[src/rtl/sa_comb_pkg.sv]
package sa_comb_pkg;

  typedef enum logic {
    SRC_ADDER = 1'b0,
    SRC_HOLD  = 1'b1
  } out_src_e;

  typedef struct packed {
    logic pick_acc;
    logic new_sel;
  } sa_ctrl_t;

endpackage

[src/rtl/sa_ctrl_pipe.sv]
module sa_ctrl_pipe #(
  parameter int SEL_W = 3
) (
  input  logic                 clk,
  input  logic                 rst,
  input  logic [SEL_W-1:0]     sel_i,
  input  logic                 mode_i,
  output logic [SEL_W-1:0]     sel_q_o,
  output logic                 mode_q_o,
  output sa_comb_pkg::sa_ctrl_t ctrl_o
);

  logic [SEL_W-1:0] sel_q, sel_qq;
  logic             mode_q, mode_qq;
  logic             seen_q;

  // Address and mode history: one stage to use, one stage to compare.
  always_ff @(posedge clk) begin
    if (rst) begin
      sel_q   <= '0;
      sel_qq  <= '0;
      mode_q  <= 1'b0;
      mode_qq <= 1'b0;
      seen_q  <= 1'b0;
    end else begin
      sel_q   <= sel_i;
      sel_qq  <= sel_q;
      mode_q  <= mode_i;
      mode_qq <= mode_q;
      seen_q  <= 1'b1;
    end
  end

  always_comb begin
    ctrl_o.pick_acc = ~mode_q & ~mode_qq;
    ctrl_o.new_sel  = ~seen_q | (sel_q != sel_qq);
  end

  assign sel_q_o  = sel_q;
  assign mode_q_o = mode_q;

endmodule

[src/rtl/sa_src_mux.sv]
module sa_src_mux #(
  parameter int NUM_SRC = 8,
  parameter int ACC_W   = 26,
  parameter int SEL_W   = 3
) (
  input  logic [NUM_SRC*ACC_W-1:0] acc_flat_i,
  input  logic [SEL_W-1:0]         sel_i,
  output logic [ACC_W-1:0]         acc_sel_o
);

  logic [ACC_W-1:0] taps [NUM_SRC];

  for (genvar g = 0; g < NUM_SRC; g++) begin : g_tap
    assign taps[g] = acc_flat_i[g*ACC_W +: ACC_W];
  end

  always_comb begin
    acc_sel_o = '0;
    for (int i = 0; i < NUM_SRC; i++) begin
      if (sel_i == SEL_W'(i)) acc_sel_o = taps[i];
    end
  end

endmodule

[src/rtl/sa_shift_acc.sv]
module sa_shift_acc #(
  parameter int ACC_W = 26,
  parameter int SHIFT = 8
) (
  input  logic             clk,
  input  logic             rst,
  input  logic [ACC_W-1:0] addend_i,
  input  logic             use_buf_i,
  output logic [ACC_W-1:0] sum_o,
  output logic [ACC_W-1:0] buf_o
);

  localparam int KEEP_W = ACC_W - SHIFT;

  logic [ACC_W-1:0] buf_q;
  logic [ACC_W-1:0] operand;

  // Arithmetic right shift: keep the upper KEEP_W bits, replicate the sign.
  always_comb begin
    if (use_buf_i) operand = {{SHIFT{buf_q[ACC_W-1]}}, buf_q[ACC_W-1 -: KEEP_W]};
    else           operand = '0;
    sum_o = addend_i + operand;
  end

  always_ff @(posedge clk) begin
    if (rst) buf_q <= '0;
    else     buf_q <= sum_o;
  end

  assign buf_o = buf_q;

endmodule

[src/rtl/sa_out_stage.sv]
module sa_out_stage #(
  parameter int ACC_W = 26,
  parameter int HI_W  = 10
) (
  input  logic                  clk,
  input  logic                  rst,
  input  sa_comb_pkg::sa_ctrl_t ctrl_i,
  input  logic [ACC_W-1:0]      acc_sel_i,
  input  logic [ACC_W-1:0]      sum_i,
  input  logic                  hi_en_n_i,
  input  logic                  lo_en_n_i,
  output logic [ACC_W-1:0]      hold_o,
  output logic [ACC_W-1:0]      out_o,
  output logic [ACC_W-1:0]      result_o,
  output logic                  hi_valid_o,
  output logic                  lo_valid_o
);

  import sa_comb_pkg::*;

  localparam int LO_W = ACC_W - HI_W;

  logic [ACC_W-1:0] hold_q, out_q, capture;
  out_src_e         src;

  always_comb begin
    capture = ctrl_i.new_sel ? acc_sel_i : hold_q;
    src     = ctrl_i.pick_acc ? SRC_HOLD : SRC_ADDER;
  end

  always_ff @(posedge clk) begin
    if (rst) begin
      hold_q <= '0;
      out_q  <= '0;
    end else begin
      hold_q <= capture;
      out_q  <= (src == SRC_HOLD) ? capture : sum_i;
    end
  end

  always_comb begin
    result_o[ACC_W-1 -: HI_W] = hi_en_n_i ? '0 : out_q[ACC_W-1 -: HI_W];
    result_o[LO_W-1:0]        = lo_en_n_i ? '0 : out_q[LO_W-1:0];
    hi_valid_o = ~hi_en_n_i;
    lo_valid_o = ~lo_en_n_i;
  end

  assign hold_o = hold_q;
  assign out_o  = out_q;

endmodule

[src/rtl/sa_combiner.sv]
module sa_combiner #(
  parameter int NUM_SRC = 8,
  parameter int ACC_W   = 26,
  parameter int SHIFT   = 8,
  parameter int HI_W    = 10,
  parameter int SEL_W   = (NUM_SRC > 1) ? $clog2(NUM_SRC) : 1
) (
  input  logic                     clk,
  input  logic                     rst,
  input  logic [NUM_SRC*ACC_W-1:0] acc_flat,
  input  logic [SEL_W-1:0]         sel,
  input  logic                     shadd_mode,
  input  logic                     hi_en_n,
  input  logic                     lo_en_n,
  output logic [ACC_W-1:0]         result,
  output logic                     hi_valid,
  output logic                     lo_valid
);

  sa_comb_pkg::sa_ctrl_t ctrl;
  logic [SEL_W-1:0] sel_q;
  logic             mode_q;
  logic [ACC_W-1:0] acc_sel, sum, buf_q, hold_q, out_q;
  logic             pick_acc, new_sel;

  sa_ctrl_pipe #(.SEL_W(SEL_W)) u_ctrl (
    .clk(clk), .rst(rst), .sel_i(sel), .mode_i(shadd_mode),
    .sel_q_o(sel_q), .mode_q_o(mode_q), .ctrl_o(ctrl)
  );

  sa_src_mux #(.NUM_SRC(NUM_SRC), .ACC_W(ACC_W), .SEL_W(SEL_W)) u_mux (
    .acc_flat_i(acc_flat), .sel_i(sel_q), .acc_sel_o(acc_sel)
  );

  sa_shift_acc #(.ACC_W(ACC_W), .SHIFT(SHIFT)) u_acc (
    .clk(clk), .rst(rst), .addend_i(acc_sel), .use_buf_i(mode_q),
    .sum_o(sum), .buf_o(buf_q)
  );

  sa_out_stage #(.ACC_W(ACC_W), .HI_W(HI_W)) u_out (
    .clk(clk), .rst(rst), .ctrl_i(ctrl), .acc_sel_i(acc_sel), .sum_i(sum),
    .hi_en_n_i(hi_en_n), .lo_en_n_i(lo_en_n),
    .hold_o(hold_q), .out_o(out_q),
    .result_o(result), .hi_valid_o(hi_valid), .lo_valid_o(lo_valid)
  );

  assign pick_acc = ctrl.pick_acc;
  assign new_sel  = ctrl.new_sel;

endmodule

[config.mk]
export PLATFORM = sky130hd
export DESIGN_NAME = sa_combiner
export DESIGN_NICKNAME = d
export VERILOG_FILES = /design/src/rtl/sa_comb_pkg.sv /design/src/rtl/sa_ctrl_pipe.sv /design/src/rtl/sa_src_mux.sv /design/src/rtl/sa_shift_acc.sv /design/src/rtl/sa_out_stage.sv /design/src/rtl/sa_combiner.sv
export SDC_FILE = /design/constraint.sdc
export NUM_CORES = 1
export LEC_CHECK = 0
export CAP_MARGIN = 20
export CELL_PAD_IN_SITES_DETAIL_PLACEMENT = 0
export CELL_PAD_IN_SITES_GLOBAL_PLACEMENT = 1
export CORE_ASPECT_RATIO = 1.75
export CORE_MARGIN = 3
export CORE_UTILIZATION = 25
export DETAILED_ROUTE_END_ITERATION = 6
export PLACE_DENSITY_LB_ADDON = 0.25
export REMOVE_ABC_BUFFERS = 1
export SLEW_MARGIN = 20
export SYNTH_ARGS = -nofsm -noshare
export SYNTH_HDL_FRONTEND = slang
export SYNTH_SLANG_ARGS = --single-unit
[constraint.sdc]
create_clock -name clk -period 3.2 [get_ports clk]
set_input_delay 0.48 -clock clk [delete_from_list [all_inputs] [get_ports clk]]
set_output_delay 0.48 -clock clk [all_outputs]
set_load 0.005 [all_outputs]
# Yosys cells after proc, flatten, opt, wreduce, memory -nomap -nowiden
# Cells that the tools add are included.
# totals
reg_bits	87
word_cells	40
# classes
n_addsub	1
n_eq_ne	8
mux	15
bitwise	7
reduce_logical	1
# ops
cell	count
$mux W26	11
$add A26 B26 Y26	1
$mux W16	1
$eq A3 B3 Y1 const B	4
$mux W10	1
$eq A3 B2 Y1 const B	2
$not A1 Y1	5
$eq A3 B1 Y1 const B	1
$logic_not A3 Y1	1
$ne A3 B3 Y1	1
$mux W1	2
$and A1 B1 Y1	1
$or A1 B1 Y1	1

# Depth between registers and ports, before layout
# Gate-level depths: netlist of run 1.
# depth
word_depth	11
mapped_depth	16
mapped_depth_nobuf	14

# Hierarchy
# A second synthesis of run 1 with hierarchy kept.
# unflattened
cells_unflattened	789
area_unflattened_um2	6503.7
# by_module_without_submodules
module	n_inst	cells_per_inst	area_per_inst_um2	seq_area_each_um2
sa_shift_acc	1	304	2359.8	520.5
sa_out_stage	1	201	1970.6	1041.0
sa_src_mux	1	261	1903.1	0.0
sa_ctrl_pipe	1	23	270.3	180.2

# Least setup slack after synthesis of run 1
# OpenSTA, ideal clock, no wires.
# synth_path
path_type	register -> register
from	register u_ctrl.sel_q[1], in the netlist u_ctrl.sel_q_o[1]
to	register u_acc.buf_q[24], in the netlist u_acc.buf_o[24]
arrival_ns	3.317
setup_slack_ns	-0.244
stages_incl_launch_ff	16
path_buffers	2
period_less_slack_ns	3.444
path_cell_list	dfxtp_1 -> buf_2 -> clkbuf_1 -> mux4_2 -> mux2i_1 -> inv_1 -> ha_1 -> fa_1 -> a21oi_1 -> o21ai_0 -> a21o_1 -> a21oi_2 -> nor2_1 -> o41ai_1 -> xor2_1 -> nor2_1
# synth_between
elab_chain_cells	10
elab_cells_between_ends	17
# synth_rtl
element	line_no	text
from (decl)	sa_ctrl_pipe.sv:13	logic [SEL_W-1:0] sel_q, sel_qq;
from (signal assigned)	sa_ctrl_pipe.sv:26	sel_q <= sel_i;
$logic_not A3 Y1	sa_src_mux.sv:20	if (sel_i == SEL_W'(i)) acc_sel_o = taps[i];
$mux W26 (7 in a row)	sa_src_mux.sv:20	
$mux W26 *	sa_src_mux.sv:20	
$add A26 B26 Y26 *	sa_shift_acc.sv:22	sum_o = addend_i + operand;
to (signal assigned)	sa_shift_acc.sv:27	else buf_q <= sum_o;
to (decl)	sa_shift_acc.sv:15	logic [ACC_W-1:0] buf_q;
# Every way passes the cells marked *; elsewhere a longest branch is shown, timed or not.
# A chain may end at the register's enable or synchronous reset.

# Final worst setup path of run 1
# layout_path
from	register u_ctrl.sel_q[0], in the netlist u_ctrl.sel_q_o[0]
to	register u_acc.buf_q[24], in the netlist u_acc.buf_o[24]
# Same word-level chain as after synthesis.

==> results of run 1 <==
## cell usage in the layout (no fill, tap or decap), types with 5 or more instances in the layout
master	count
nor2_1	69
o22ai_1	5
buf_6	18
mux2_4	8
a21o_1	13
xor2_1	10
nand2_2	5
mux2i_1	19
xnor2_2	5
mux2i_4	6
nor2b_1	38
clkdlybuf4s50_1	242
ha_1	8
o21a_1	5
mux2i_2	5
inv_2	5
a211oi_1	6
mux4_2	46
nand2_1	31
a21oi_4	5
dfxtp_1	76
a21oi_1	20
ha_4	20
o21ai_1	9
clkbuf_16	9
nor2_2	5
buf_12	11
nand3_1	5
a21oi_2	11
xnor2_1	8
a31oi_1	6
and2_1	28
buf_4	130
o21ai_0	10
inv_1	14
## power by group through the flow
| stage | clock network (mW) | registers [mW] | logic [mW] |
|---|---|---|---|
| floorplan | 0 | 1.18 | 0.648 |
| global placement | 0 | 1.16 | 1.41 |
| detailed placement | 0 | 1.16 | 1.42 |
| CTS | 1.01 | 1.14 | 1.62 |
| global route | 1.05 | 1.15 | 1.87 |
| finish | 0.984 | 1.14 | 1.73 |
## cell families (layout without fill, tap and decap cells)
kind of cell	Yosys count	in the layout
buffers and inverters	64	441
muxes	88	88
adders and majority gates	30	30
and+or+nand+nor	210	210
DFF	79	79
xor gates and xnor gates	28	28
AOI/OAI and AO/OA	121	121
## worst register-to-register path, cell delays in order, from the launching register on
cell     delay, ns
dfxtp_4       0.37
buf_12        0.12
buf_12        0.10
mux4_2        0.47
mux2i_1       0.14
buf_4         0.15
inv_4         0.03
ha_4          0.16
fa_2          0.37
a21oi_4       0.15
o21ai_2       0.07
a21o_1        0.21
a21oi_4       0.26
buf_6         0.14
nor2_2        0.04
o41ai_4       0.23
xor2_1        0.17
nor2_1        0.05
## worst paths after layout
kind,from,to,depth (start not counted),slack [ns]
worst max-delay path,u_ctrl.sel_q_o[0]$_SDFF_PP0_,u_acc.buf_o[24]$_SDFF_PP0_,17,-0.17
worst min-delay path,u_out.hold_o[5]$_SDFF_PP0_,u_out.hold_o[5]$_SDFF_PP0_,2,0.49
worst max register to register,u_ctrl.sel_q_o[0]$_SDFF_PP0_,u_acc.buf_o[24]$_SDFF_PP0_,17,-0.17
worst min register to register,u_out.hold_o[5]$_SDFF_PP0_,u_out.hold_o[5]$_SDFF_PP0_,2,0.49
## layer usage
layer  wire (µm)  share of wire  global-route usage  vias to the layer above
li1            -              -                   -                     2963
met1        7450           0.33               0.170                     2950
met2       13700           0.61               0.360                      128
met3         704          0.031              0.0223                       40
met4         767          0.034              0.0658                        0
met5           0              0                   0                        -
## area by class of cell
class	instances	area, µm²	area share
clock buffers	10	239	0.0218
multi-input cells	477	4770	0.436
flip-flops and latches	79	1590	0.145
clock inverters	6	45.0	0.00411
repair buffers	403	3840	0.351
inverters	22	90.1	0.00823
well taps	300	375	0.0343
## sequential cells by signal (all words and copies together) (netlist names)
register	count
u_out.hold_o	26
u_ctrl.mode_q_o	1
u_ctrl.mode_qq	1
u_ctrl.seen_q	1
u_ctrl.sel_qq	3
u_out.out_o	26
u_ctrl.sel_q_o	3
u_acc.buf_o	18
## through the flow
| step | area (µm²) | total power, mW | instances | worst slack, ns |
|---|---|---|---|---|
| floorplan | 5620 | 1.83 | 578 | -2.17 |
| global placement | 9410 | 2.57 | 1243 | -0.857 |
| detailed placement | 9410 | 2.58 | 1243 | -0.900 |
| CTS | 10500 | 3.77 | 1282 | -0.245 |
| global route | 11000 | 4.06 | 1297 | -0.359 |
| finish | 11000 | 3.85 | 1297 | -0.169 |
## what timing repair did
action / in CTS / in global routing
setup endpoints to repair: 37 / 35
hold buffers: 0 / 0
buffers inserted: 24 / 21
pin swaps: 49 / 40
cloned: 2 / 0
resized for setup: 109 / 67
==> results.cfg, run 1 <==
[clocking]
path_clk_slew_ns = 0.06
clk_latency_ns = 0.34
cts_made_buffers = 9
root_buffer = clkbuf_16
cts_sinks = 79
ctsHtreeMaxLevel = 3
tritoncts = built
clockBufferDepth = 2

[sta]
setup_tns_ns = -1.53
fin_crit_sh = 1.05
finalCriticalPeriod_ns = 3.37
worst_slack_ns = -0.169
holdWs_ns = 0.486
finalHoldViolCount = 0
slew_viol_final = 0
final-setup-viol-count = 21
rsz0062_at_grt = yes
tightestPinTransition_ns = 0.915
clock.fmax_mhz = 297
skew_ns = 0.00782
slew_headroom = 0.389

[worst_setup_path]
path_class = register to register
crit_arrival_ns = 3.57
worst-path-buf-inv = 5
start_kind = register
critPathTopFamily = compound AO/OA/AOI/OAI gates
path_cells = buf_12, buf_12, mux4_2, mux2i_1, buf_4, inv_4, ha_4, fa_2, a21oi_4, o21ai_2, a21o_1, a21oi_4, buf_6, nor2_2, o41ai_4, xor2_1, nor2_1
crit_path_end_kind = register
crit_slowest_cell = mux4_2
cp_max_fo = 4
max_stage_delay_ns = 0.47
worstPathRequired_ns = 3.41

[synthesis]
synth_compound_area_frac = 0.138
yosysUniqueCellTypes = 58
async_reset_ff_frac = 0
ys_warn_count = 0
synth_adder_area_share = 0.0655
syn_inst = 620
yosysTopAreaCell = dfxtp_1
synth.mux.area_fraction = 0.254
syn_area_mm2 = 0.00585
synthXorXnorAreaFrac = 0.0419
synth_area_per_cell_um2 = 9.43
synth_common_cells = dfxtp_1 (79), nor2_1 (77), mux4_2 (46), nor2b_1 (39), nand2_1 (37)
synth-simple-area-share = 0.177
synth_top_area_share = 0.270
ys_seq_area_frac = 0.270
synth_edf_count = 0
synth.most_common_cell = dfxtp_1
ys.flop_type = dfxtp_1
synthTopCellsByArea = dfxtp_1 (27%), mux4_2 (18%), ha_1 (6.2%)
synth_top_family_by_area = multiplexers
ys_seq_elements = 79

[detailed_routing]
wl_per_cell_um = 17.5
vias = 6081
drtPass1Iterations = 4
final_antenna_net_count = 0
via_per_inst = 4.69
wirelength_um = 22600
drc = 0
drt_iter0_drc = 262

[final_layout]
drive_gt1_frac = 0.348
fin_nets = 1238
utilization = 0.480
nFillCells = 2190
areaGrowthSynthToFinish_pct = 87.2
antenna_cells = 0

[placement]
numPortBuffers = 243
hpwl_um = 17600
gp_congestion = 0.858

[grt]
grt_pass1_wl_um = 34400
first_global_vias = 6561
grt_usage = 0.175
grt_overflow = 0
antenna_found_initial = 0
grt_max_degree = 57

[hold_path]
hold_path.class = register to register

[die]
rows = 73
die_w_um = 122
die_area_mm2 = 0.0253
start_util = 0.256
pin_count = 244
die_h_um = 208
coreArea_mm2 = 0.0228

[pwr]
clkPwrFrac = 0.256
p_leak_nw = 4.44
pwr-share-comb = 0.449
power_switching_mw = 1.17
ir_drop_mv = 0.233
switching_share = 0.305
power.density_mw_per_mm2 = 351
p_int_mw = 2.67
seqPwrFrac = 0.295

[run]
drv_cap = 0

[status]
violations = negative setup slack
status = finished with violations
(Power assumes the default switching activity.)
==> run 2: changes to the inputs <==
--- a/config.mk
+++ b/config.mk
@@ -8,7 +8,7 @@
 export CAP_MARGIN = 20
 export CELL_PAD_IN_SITES_DETAIL_PLACEMENT = 0
 export CELL_PAD_IN_SITES_GLOBAL_PLACEMENT = 1
-export CORE_ASPECT_RATIO = 1.75
+export CORE_ASPECT_RATIO = 0.8
 export CORE_MARGIN = 3
 export CORE_UTILIZATION = 25
 export DETAILED_ROUTE_END_ITERATION = 6
==> run 2 against run 1 <==
The flow still finishes with violations (negative setup slack). Power grew 1.2%. Critical path depth shrank 2. Count of clock-buffer cells in the layout grew 1. Sequential power is essentially flat. Via count shrank 4.7%. Global-route usage shrank 1.8 points. Final cell count shrank 1.7%. Flip-flop and latch count is the same. Routed wire length shrank 8.6%. Core utilization shrank 0.90 points. Clock power grew 11%. Critical path type unchanged. Critical endpoint unchanged.
==> results.cfg, run 2 (same netlist as run 1, synthesis figures left out) <==
[pwr]
seqPwrFrac = 0.293
p_leak_nw = 4.33
clkPwrFrac = 0.279
ir_drop_mv = 0.256
power_switching_mw = 1.17
pwr-share-comb = 0.428
power.density_mw_per_mm2 = 364
p_int_mw = 2.72
switching_share = 0.300
total_power_mw = 3.89

[worst_setup_path]
r2r-end = u_acc.buf_o[24]$_SDFF_PP0_
start_kind = register
crit_path_end_kind = register
crit_arrival_ns = 3.63
worstPathRequired_ns = 3.41
cp_max_fo = 6
path_class = register to register
rr_worst_depth = 15
regToRegSetupSlack_ns = -0.22
timing.rr.start = u_ctrl.sel_q_o[0]$_SDFF_PP0_

[sta]
tightestPinTransition_ns = 0.978
clock.fmax_mhz = 292
fin_crit_sh = 1.07
setup_tns_ns = -1.29
worst_slack_ns = -0.220
slew_viol_final = 0
holdWs_ns = 0.491
finalCriticalPeriod_ns = 3.42
final-setup-viol-count = 14
rsz0062_at_grt = yes
finalHoldViolCount = 0
slew_headroom = 0.347
skew_ns = 0.00664

[clocking]
tritoncts = built
ctsHtreeMaxLevel = 3
path_clk_slew_ns = 0.06
clockBufferDepth = 2
root_buffer = clkbuf_16
holdBufCountCts = 0
cts_made_buffers = 9
clk_latency_ns = 0.35
cts_sinks = 79

[grt]
grt_overflow = 0
grt_pass1_wl_um = 31500
antenna_found_initial = 0
grt_max_degree = 57
first_global_vias = 5966
grt_usage = 0.158

[die]
die_h_um = 143
rows = 49
die_w_um = 177
start_util = 0.257
pin_count = 244
coreArea_mm2 = 0.0227
die_area_mm2 = 0.0253

[placement]
hpwl_um = 15700
numPlacedInstances = 1235
gp_congestion = 0.805
numPortBuffers = 243
dp_slack_ns = -0.776
placed_cell_area_mm2 = 0.00932

[final_layout]
areaGrowthSynthToFinish_pct = 83.0
drive_gt1_frac = 0.331
nFillCells = 2143
multi_input_area_mm2 = 0.00472
antenna_cells = 0
utilization = 0.471
area.sequential_mm2 = 0.00159
mostFrequentLayoutCells = clkdlybuf4s50_1 (242), buf_4 (107), dfxtp_1 (76)
post-route-cell-area_mm2 = 0.0107
final_cell_count_no_fill = 1275
fin_nets = 1210
final_common_cell = clkdlybuf4s50_1

[hold_path]
hp-start = u_out.hold_o[6]$_SDFF_PP0_
hold_depth = 2
hold_end = u_out.hold_o[6]$_SDFF_PP0_
hold_path.class = register to register

[detailed_routing]
final_antenna_net_count = 0
vias = 5793
wirelength_um = 20700
top_layer = met4
drc = 0
wl_met1_um = 10300
wl_met2_um = 8660
drtPass1Iterations = 4
drt_iter0_drc = 238
via_per_inst = 4.54
wl_per_cell_um = 16.2
met3WireLength_um = 1610

[run]
drv_cap = 0

[status]
violations = negative setup slack
status = finished with violations
-- run 2: cell count changes in the layout (fill, tap and decap cells not counted), sizes merged --
cell / delta
buf: -28
bufinv: +1
clkbuf: +1
clkinv: +1
clkinvlp: -3
-- run 2: worst max path at each step --
| stage | start | endpoint | slack, ns |
|---|---|---|---|
| after floorplan | u_ctrl.sel_q_o[0]$_SDFF_PP0_ | u_out.out_o[24]$_SDFF_PP0_ | -2.17 |
| after global placement | acc_flat[182] | u_acc.buf_o[24]$_SDFF_PP0_ | -0.77 |
| after detailed placement | acc_flat[156] | u_out.out_o[24]$_SDFF_PP0_ | -0.78 |
| after CTS | u_ctrl.sel_q_o[0]$_SDFF_PP0_ | u_out.out_o[20]$_SDFF_PP0_ | -0.19 |
| after global routing | u_ctrl.sel_q_o[0]$_SDFF_PP0_ | u_out.out_o[24]$_SDFF_PP0_ | -0.32 |
| final | u_ctrl.sel_q_o[0]$_SDFF_PP0_ | u_acc.buf_o[24]$_SDFF_PP0_ | -0.22 |
-- run 2: timing repair --
item	4_1_cts	5_1_grt
setup endpoints to repair	38	38
setup buffers	17	7
pin swaps	55	30
gates resized for setup	112	51
gates cloned	3	0
-- run 2: power by group through the flow --
stage          Sequential, mW  Clock, mW  Combinational [mW]
2_1_floorplan            1.18          0               0.648
3_3_place_gp             1.16          0                1.37
3_5_place_dp             1.17          0                1.37
4_1_cts                  1.15       1.11                1.57
5_1_grt                  1.16       1.16                1.81
6_report                 1.14       1.09                1.67
-- run 2: metal layers --
metal | vias up | global-route usage
met2 | 183 | 0.238
met5 | - | 0
met3 | 7 | 0.0439
met4 | 0 | 0.0355
met1 | 2691 | 0.225
li1 | 2912 | -
-- run 2: area by class of cell --
class	instances	share of cell area
tap	306	0.0358
clock buffer	11	0.0236
timing repair buffer	375	0.338
clock inverter	5	0.00514
sequential	79	0.148
inverter	22	0.00818
multi-input combinational	477	0.441
-- run 2: worst max-delay path, cell delays in order, from the launching register on --
cell and delay (ns):
dfxtp_4 0.43, buf_12 0.15, buf_12 0.11, mux4_2 0.50, mux2i_1 0.18, buf_4 0.16, inv_4 0.03, ha_4 0.20
a21o_1 0.18, a21oi_4 0.17, nor2b_2 0.07, o41a_1 0.42, buf_4 0.16, o41ai_4 0.29, xor2_1 0.17, nor2_1 0.05
